### config.mk
export PLATFORM = sky130hd
export DESIGN_NAME = irq_router
export DESIGN_NICKNAME = d
export VERILOG_FILES = /design/src/rtl/irq_router_pkg.sv /design/src/rtl/irq_pick_lowest.sv /design/src/rtl/irq_claim_table.sv /design/src/rtl/irq_router.sv
export SDC_FILE = /design/constraint.sdc
export NUM_CORES = 1
export LEC_CHECK = 0
export BUFFER_PORTS_ARGS = -buffer_cell sky130_fd_sc_hd__buf_4
export CORE_UTILIZATION = 46
export DETAILED_ROUTE_END_ITERATION = 8
export PLACE_DENSITY = 0.71
export SLEW_MARGIN = 20
export SYNTH_ARGS = -nofsm -noshare
export SYNTH_HDL_FRONTEND = slang
export SYNTH_SLANG_ARGS = --single-unit
### constraint.sdc
create_clock -name clk -period 2.6 [get_ports clk]
set_input_delay 0 -clock clk [delete_from_list [all_inputs] [get_ports clk]]
set_output_delay 0 -clock clk [all_outputs]
set_load 0.02 [all_outputs]
### src/rtl/irq_router_pkg.sv
package irq_router_pkg;
   localparam int ID_W = 10;
   localparam logic [ID_W-1:0] ID_NONE = '1;

   typedef enum logic [1:0] {
      CFG_ENABLE = 2'd0,
      CFG_CLASS  = 2'd1,
      CFG_SWI    = 2'd2
   } cfg_sel_e;
endpackage

### src/rtl/irq_pick_lowest.sv
module irq_pick_lowest
   import irq_router_pkg::*;
#(
   parameter int W = 8
) (
   input  logic [W-1:0]    vec,
   output logic            found,
   output logic [ID_W-1:0] idx,
   output logic [W-1:0]    onehot
);
   always_comb begin
      idx = ID_NONE;
      for (int i = W - 1; i >= 0; i--) begin
         if (vec[i]) idx = ID_W'(i);
      end
   end

   assign found  = |vec;
   assign onehot = vec & (~vec + W'(1));
endmodule

### src/rtl/irq_claim_table.sv
module irq_claim_table
   import irq_router_pkg::*;
#(
   parameter int NUM_ID   = 18,
   parameter int NUM_CORE = 2
) (
   input  logic                     clk,
   input  logic                     rst,
   input  logic [NUM_CORE*NUM_ID-1:0] grant,
   input  logic [NUM_CORE-1:0]      cmpl_wr,
   input  logic [NUM_CORE*ID_W-1:0] cmpl_id,
   output logic [NUM_ID-1:0]        claimed,
   output logic [NUM_ID-1:0]        released
);
   localparam int OWN_W = (NUM_CORE > 1) ? $clog2(NUM_CORE) : 1;

   logic [NUM_ID-1:0] claimed_q;
   logic [NUM_ID-1:0] take;
   logic [OWN_W-1:0]  owner_q   [NUM_ID];
   logic [OWN_W-1:0]  owner_new [NUM_ID];

   always_comb begin
      for (int i = 0; i < NUM_ID; i++) begin
         take[i]      = 1'b0;
         owner_new[i] = '0;
         released[i]  = 1'b0;
         for (int k = 0; k < NUM_CORE; k++) begin
            if (grant[k*NUM_ID + i]) begin
               take[i]      = 1'b1;
               owner_new[i] = OWN_W'(k);
            end
            if (cmpl_wr[k] && claimed_q[i] &&
                cmpl_id[k*ID_W +: ID_W] == ID_W'(i) &&
                owner_q[i] == OWN_W'(k))
               released[i] = 1'b1;
         end
      end
   end

   always_ff @(posedge clk) begin
      for (int i = 0; i < NUM_ID; i++) begin
         if (rst) begin
            claimed_q[i] <= 1'b0;
            owner_q[i]   <= '0;
         end else if (take[i]) begin
            claimed_q[i] <= 1'b1;
            owner_q[i]   <= owner_new[i];
         end else if (released[i]) begin
            claimed_q[i] <= 1'b0;
         end
      end
   end

   assign claimed = claimed_q;
endmodule

### src/rtl/irq_router.sv
module irq_router
   import irq_router_pkg::*;
#(
   parameter int NUM_SRC  = 16,
   parameter int NUM_CORE = 2
) (
   input  logic                         clk,
   input  logic                         rst,
   input  logic [NUM_SRC-1:0]           src_in,
   input  logic                         cfg_wr,
   input  logic [1:0]                   cfg_sel,
   input  logic [$clog2(NUM_SRC)-1:0]   cfg_idx,
   input  logic [NUM_CORE-1:0]          cfg_wdata,
   input  logic [NUM_CORE-1:0]          claim_rd,
   output logic [NUM_CORE-1:0]          claim_vld,
   output logic [NUM_CORE*ID_W-1:0]     claim_id,
   input  logic [NUM_CORE-1:0]          cmpl_wr,
   input  logic [NUM_CORE*ID_W-1:0]     cmpl_id,
   output logic [NUM_CORE-1:0]          irq,
   output logic [NUM_CORE-1:0]          fiq
);
   localparam int NUM_ID = NUM_SRC + NUM_CORE;
   localparam int SRC_W  = $clog2(NUM_SRC);

   if (NUM_SRC < 2) begin : g_chk_src
      $error("irq_router: NUM_SRC must be at least 2");
   end
   if (NUM_CORE < 1 || NUM_CORE > NUM_SRC) begin : g_chk_core
      $error("irq_router: NUM_CORE must be 1..NUM_SRC");
   end
   if (NUM_ID >= (1 << ID_W) - 1) begin : g_chk_id
      $error("irq_router: ID space leaves no room for the none code");
   end

   cfg_sel_e cfg_sel_e_w;
   assign cfg_sel_e_w = cfg_sel_e'(cfg_sel);

   logic [NUM_CORE-1:0] en_q [NUM_SRC];
   logic [NUM_SRC-1:0]  class_fiq_q;
   logic [NUM_CORE-1:0] swi_q;

   logic [NUM_ID-1:0]          claimed, released, fiq_mask;
   logic [NUM_CORE*NUM_ID-1:0] grant;
   logic [NUM_ID-1:0]          taken [NUM_CORE+1];

   assign fiq_mask = {{NUM_CORE{1'b0}}, class_fiq_q};
   assign taken[0] = '0;

   always_ff @(posedge clk) begin
      if (rst) begin
         for (int i = 0; i < NUM_SRC; i++) en_q[i] <= '0;
         class_fiq_q <= '0;
         swi_q       <= '0;
      end else begin
         for (int j = 0; j < NUM_CORE; j++) begin
            if (released[NUM_SRC + j]) swi_q[j] <= 1'b0;
         end
         if (cfg_wr) begin
            for (int i = 0; i < NUM_SRC; i++) begin
               if (cfg_idx == SRC_W'(i)) begin
                  if (cfg_sel_e_w == CFG_ENABLE) en_q[i] <= cfg_wdata;
                  if (cfg_sel_e_w == CFG_CLASS)  class_fiq_q[i] <= cfg_wdata[0];
               end
            end
            for (int j = 0; j < NUM_CORE; j++) begin
               if (cfg_sel_e_w == CFG_SWI && cfg_idx == SRC_W'(j))
                  swi_q[j] <= 1'b1;
            end
         end
      end
   end

   for (genvar k = 0; k < NUM_CORE; k++) begin : g_core
      logic [NUM_ID-1:0] elig, avail, pick_oh;
      logic              found;
      logic [ID_W-1:0]   pick_idx, claim_q;
      logic              vld_q, irq_q, fiq_q;

      always_comb begin
         for (int i = 0; i < NUM_SRC; i++) elig[i] = src_in[i] & en_q[i][k];
         for (int j = 0; j < NUM_CORE; j++) elig[NUM_SRC + j] = swi_q[j] && (j == k);
         elig = elig & ~claimed;
      end

      assign avail = elig & ~taken[k];

      irq_pick_lowest #(.W(NUM_ID)) u_pick (
         .vec    (avail),
         .found  (found),
         .idx    (pick_idx),
         .onehot (pick_oh)
      );

      assign grant[k*NUM_ID +: NUM_ID] = claim_rd[k] ? pick_oh : '0;
      assign taken[k+1] = taken[k] | grant[k*NUM_ID +: NUM_ID];

      always_ff @(posedge clk) begin
         if (rst) begin
            claim_q <= ID_NONE;
            vld_q   <= 1'b0;
            irq_q   <= 1'b0;
            fiq_q   <= 1'b0;
         end else begin
            vld_q <= claim_rd[k];
            if (claim_rd[k]) claim_q <= found ? pick_idx : ID_NONE;
            irq_q <= |(elig & ~fiq_mask);
            fiq_q <= |(elig & fiq_mask);
         end
      end

      assign claim_id[k*ID_W +: ID_W] = claim_q;
      assign claim_vld[k] = vld_q;
      assign irq[k]       = irq_q;
      assign fiq[k]       = fiq_q;
   end

   irq_claim_table #(.NUM_ID(NUM_ID), .NUM_CORE(NUM_CORE)) u_table (
      .clk      (clk),
      .rst      (rst),
      .grant    (grant),
      .cmpl_wr  (cmpl_wr),
      .cmpl_id  (cmpl_id),
      .claimed  (claimed),
      .released (released)
   );
endmodule

---- After elaboration in Yosys (flattened, before gate mapping) ----
Memories as Yosys holds them, arrays and structs flattened.
Index checks and enable logic that the tools add are counted.
cells by class
  $lt $le $gt $ge ......................... 0
  add/sub/neg operators ................... 2
  div/mod/pow operators ................... 0
  shift-type cells ........................ 0
  equality and inequality tests ........... 51
  reduce and logical (&&, ||, !) cells .... 154
  multiply operators ...................... 0
  muxes and demuxes ....................... 326
  bitwise logic cells ..................... 98
operators with widths
  cell                                                                     number
  10-bit two-way mux                                                       38
  1-bit two-way mux                                                        269
  10-bit by 4-bit equality test with 1-bit output (second input constant)  16
  1-bit logical AND                                                        110
  18-bit AND                                                               6
  18-bit OR reduction                                                      6
  10-bit by 3-bit equality test with 1-bit output (second input constant)  8
  18-bit NOT                                                               4
  3-bit AND reduction                                                      16
  10-bit by 2-bit equality test with 1-bit output (second input constant)  4
  10-bit by 5-bit equality test with 1-bit output (second input constant)  4
  18-bit by 1-bit adder with 18-bit output (second input constant)         2
  18-bit by 16-bit AND with 18-bit output                                  2
  18-bit two-way mux                                                       2
  2-bit nonzero test                                                       18
  2-bit two-way mux                                                        17
  1-bit bitwise OR                                                         34
  1-bit AND                                                                32
  4-bit equality test (second input constant)                              8
  10-bit by 1-bit equality test with 1-bit output (second input constant)  2
  10-bit logical NOT                                                       2
  17-bit by 18-bit AND with 18-bit output                                  1
  1-bit NOT                                                                18
  16-bit NOT with 18-bit output                                            1
  other kinds (7)                                                          11
storage, ports and cells
  memories kept ........................... 2
  output and inout port bits .............. 26
  RAM bits ................................ 50
  bits in latches ......................... 0
  logic and storage cells ................. 676
  register bits ........................... 62
  bits in read-only memories .............. 0
  bits of input ports ..................... 51
memory list
  memory           depth  bits a word  rd ports  clocked after memory_dff  wr ports  RTL line               RTL
  en_q             16     2            16        0                         16        irq_router.sv:38       logic [NUM_CORE-1:0] en_q [NUM_SRC];
  u_table.owner_q  18     1            18        0                         18        irq_claim_table.sv:19  logic [OWN_W-1:0] owner_q [NUM_ID];

---- Longest topological paths before layout ----
An unclocked memory read counts as a cell.
  depth after elaboration ................. 28
  mapped depth ............................ 9
  gate-level depth less buffers ........... 7

---- Cells and area by module ----
A second synthesis with hierarchy kept.
second synthesis, totals
  cell total of the unflattened synthesis .. 817
  area total of the unflattened synthesis .. 7216.9 µm²
modules (own cells, without submodules)
  module           sequential area each (µm²)  area each (µm²)  cells an instance  instances
  irq_router       1841.8                      4102.7           438                1
  irq_claim_table  900.9                       2240.9           259                1
  irq_pick_lowest  0.0                         436.7            60                 2

---- Worst setup path after synthesis ----
No wires, ideal clock.
  kind .................................... flip-flop to flip-flop
  from .................................... memory en_q[4][0] (netlist: en_q[0][8])
  to ...................................... memory u_table.owner_q[7][1] in the netlist's numbering (enable)
  path buffers ............................ 1
  setup slack ............................. 0.047 ns
  data required time ...................... 2.308 ns
  arrival time ............................ 2.261 ns
  cell stages (with the launch flop) ...... 9
  clock period less this slack ............ 2.553 ns
  library setup time ...................... 0.292 ns
  cell sequence ........................... edfxtp_1 -> and3b_1 -> buf_6 -> nor4_4 -> nand3_4 -> a221o_2 -> a2111oi_4 -> nand3_2 -> nand2_1
RTL lines
  element      RTL line
  from (decl)  irq_router.sv:38
  to (decl)    irq_claim_table.sv:19

==> flow_metrics.tcl <==
set metrics [dict create \
    outcome "finished with violations" \
    violations "setup timing" \
    fin_skew_ns 0.0108 \
    drv_cap 0 \
    start_util_pct 47.6 \
    cts_tree "built" \
    dieHeight_um 117 \
    min_from "cmpl_id[11]" \
    place_hpwl_um 18100 \
    cts_root_buffer "clkbuf_16" \
    die_width_um 117 \
    routed_via_density 6.28 \
    worstHoldEndpoint "u_table.claimed[11]" \
    io_pins 77 \
    synth_ff_type "dfxtp_1" \
    r2r_end "u_table.owner_q[7][0]" \
    hold_slack_ns 0.0726 \
    grt_use_met2_pct 53.4 \
    antenna_found_initial 1 \
    required_ns 2.67 \
    tns_ns -0.280 \
    cp-start-kind "flop" \
    drtIter0Drc 629 \
    synth_top_area_cell "edfxtp_1" \
    h-tree-depth 3 \
    p_clk_share_pct 34.2 \
    n_antenna_cell 0 \
    routed-via-count 6379 \
    grt_max_degree 65 \
    crit_top_cell "buf_4" \
    area.growth.synth_to_final_pct 27.2 \
    clock.fmax_mhz 375 \
    design.die.area_um2 13700 \
    powerDensity_nw_per_um2 524 \
    crit_chain "buf_4 -> and3b_1 -> nor3_4 -> nand4_1 -> or3_4 -> a2111oi_4 -> buf_4 -> nand2_1 -> nand3b_1" \
    synth.top_cell.area_share_pct 24.2 \
    grt_pass1_wl_um 32500 \
    clock_insertion_delay_worst_skew_ns 0.36 \
    async_reset_ff_share_pct 0 \
    wl_per_cell_um 21.9 \
    first_global_vias 5873 \
    slowest_stage "or3_4" \
    ys_types 71 \
    yosysWarnings 0 \
    met1_usage_pct 42.7 \
    route.detailed.drc 0 \
    critPathArrivalTime_ns 2.74 \
    drive_gt1_share_pct 24.4 \
    reg2reg_from "u_table.claimed[3]" \
    internal_power_mw 2.89 \
    min_path_cells 4 \
    wl_um 22300 \
    max_stage_delay_ns 0.40 \
    maxSlewViolCount 0 \
    p_leak_nw 2.91 \
    core_um2 12800 \
    reg2reg_slack_ns -0.07 \
    path_delay_family "simple AND/OR/NAND/NOR gates" \
    routabilityCongestion 1.02 \
    finalCriticalPeriod_ns 2.67 \
    syn_inst 696 \
    overflow 0 \
    cts_buffer_depth 2 \
    power.total_mw 4.06 \
    first_pass_iters 5 \
    fin_ws_ns -0.0673 \
    synth_area_um2 6090 \
    path_buf_inv 2 \
    worst_pin_slew_ns 0.791 \
    crit_path_max_fanout 4 \
    setup_viol 7 \
    finalCritPeriodShare_pct 103 \
    top_usage_layer "met2" \
    track_usage_pct 33.2 \
    rsz0062_at_grt "yes" \
    syn_nets 747 \
    layout.nets 889 \
    clk_pin_slew_ns 0.07 \
    synthTopCellsByArea "edfxtp_1 (24%), dfxtp_1 (18%), nand3b_1 (4.6%), nor2_1 (4.4%), and3b_1 (4.2%)" \
    ir_worst_vdd_uv 327 \
    maxSlewHeadroom_pct 46.5 \
    port_buffers 76 \
    row_count 41 \
    yosysSeqAreaShare_pct 41.9 \
    clock-sinks 103 \
    critPathKind "flop to flop" \
    hold_viol 0 \
    cts-buffers-inserted 9 \
    p_sw_mw 1.17 \
    synth_edf_count 49 \
    postRouteAntennaNets 0 \
    syn_avg_cell_area_um2 8.74 \
    ys_seq_elements 103 \
    reg2reg_depth 9 \
    final_cells 1015 \
    switching_share_pct 28.8 \
    place_ws_ns 0.0104 \
    place_inst 991 \
    power.share.combinational_pct 20.7 \
    cp-end-kind "flop" \
    grt_util_met3_pct 5.56 \
    hold_class "primary input to flop" \
    power.share.sequential_pct 45.1 \
]
==> cells by family (layout without fill, tap and decap cells) <==
group	Yosys count	after routing	synth area share, %
AND/OR/NAND/NOR	353	353	32.9
AO/OA/AOI/OAI	181	181	20.1
flip-flops	103	103	41.9
buffers and inverters	55	202	4.40
multiplexers	4	4	0.658
==> power by group through the flow <==
| stage | Clock, mW | Combinational, mW | Sequential (mW) |
|---|---|---|---|
| 6_report | 1.39 | 0.838 | 1.83 |
| 2_1_floorplan | 0 | 0.408 | 1.87 |
| 3_3_place_gp | 0 | 0.786 | 1.86 |
| 5_1_grt | 1.47 | 0.885 | 1.84 |
| 4_1_cts | 1.41 | 0.800 | 1.83 |
| 3_5_place_dp | 0 | 0.795 | 1.87 |
==> cell usage after synthesis, types with 6 or more instances <==
cell / n
buf_4: 14
a22oi_1: 9
dfxtp_1: 54
and3b_1: 29
nor3b_1: 6
o311ai_0: 8
o31ai_1: 6
a31oi_1: 15
nand2b_1: 30
nand2_1: 65
a21oi_1: 48
o21ai_0: 26
nand3b_1: 37
clkbuf_1: 26
nor3_1: 23
nor4_1: 16
nor2b_1: 6
nor2_1: 72
o22ai_1: 15
nand4_1: 10
inv_1: 13
nand3_1: 33
edfxtp_1: 49
==> worst min-delay path, stage by stage <==
cell and delay [ns]:
buf_4 0.14, nand4_1 0.08, o311ai_0 0.10, a21oi_1 0.07
==> how the worst max path moves through the flow <==
stage,startpoint,end,cells past startpoint
finish,u_table.claimed[3],u_table.owner_q[7][0],9
global placement,en_q[0][8],g_core[1].claim_q[0],9
global route,en_q[0][8],u_table.owner_q[8][1],9
CTS,en_q[0][8],g_core[1].claim_q[2],8
floorplan,en_q[0][8],u_table.owner_q[7][1],8
detailed placement,en_q[0][8],g_core[1].claim_q[2],8
==> cells in the final DEF (no fill, tap or decap), drive strengths merged, types with 9 or more instances in the layout <==
cell type,instances
buf,170
nor2,72
nand2,65
dfxtp,54
edfxtp,49
a21oi,48
nand3b,37
nand3,35
nand2b,30
and3b,29
o21ai,27
nor3,26
nor4,18
a31oi,16
o22ai,15
inv,15
nand4,10
a22oi,9
clkbuf,9
o311ai,9
==> state kept, by name (all words and copies together) (netlist names) <==
name and count:
en_q 32, u_table.claimed 18, u_table.owner_q 17, class_fiq_q 16
g_core.claim_q 12, g_core.fiq_q 2, g_core.irq_q 2, g_core.vld_q 2
swi_q 2
==> what timing repair did <==
action / CTS / global route
endpoints found under the setup margin: 1 / 16
pin swaps: 0 / 5
hold buffers: 3 / 0
resized for setup: 0 / 8
hold endpoints to repair: 9 / 0
setup buffers: 0 / 5
cloned: 0 / 0
==> metrics by stage <==
stage                     utilization (%)  cell area, um^2
after floorplan                         -             6090
after global placement               57.3             7320
after detailed placement             57.3             7320
after CTS                            59.9             7660
after global routing                 60.6             7740
final                                60.6             7740
==> routing by layer <==
metal	vias up	wire length, um
met2	327	10100
met4	2	1040
li1	2922	-
met5	-	15
met1	3048	9400
met3	80	1690
==> final cells by class <==
cell class,instances,area (um^2)
fillers,1155,5030
multi-input cells,538,3310
inverters,13,48.8
repair buffers,173,1310
flip-flops and latches,103,2550
clock buffers,9,225
clock inverters,7,80.1
well taps,172,215
No activity file was read; power rests on OpenSTA's default activity.
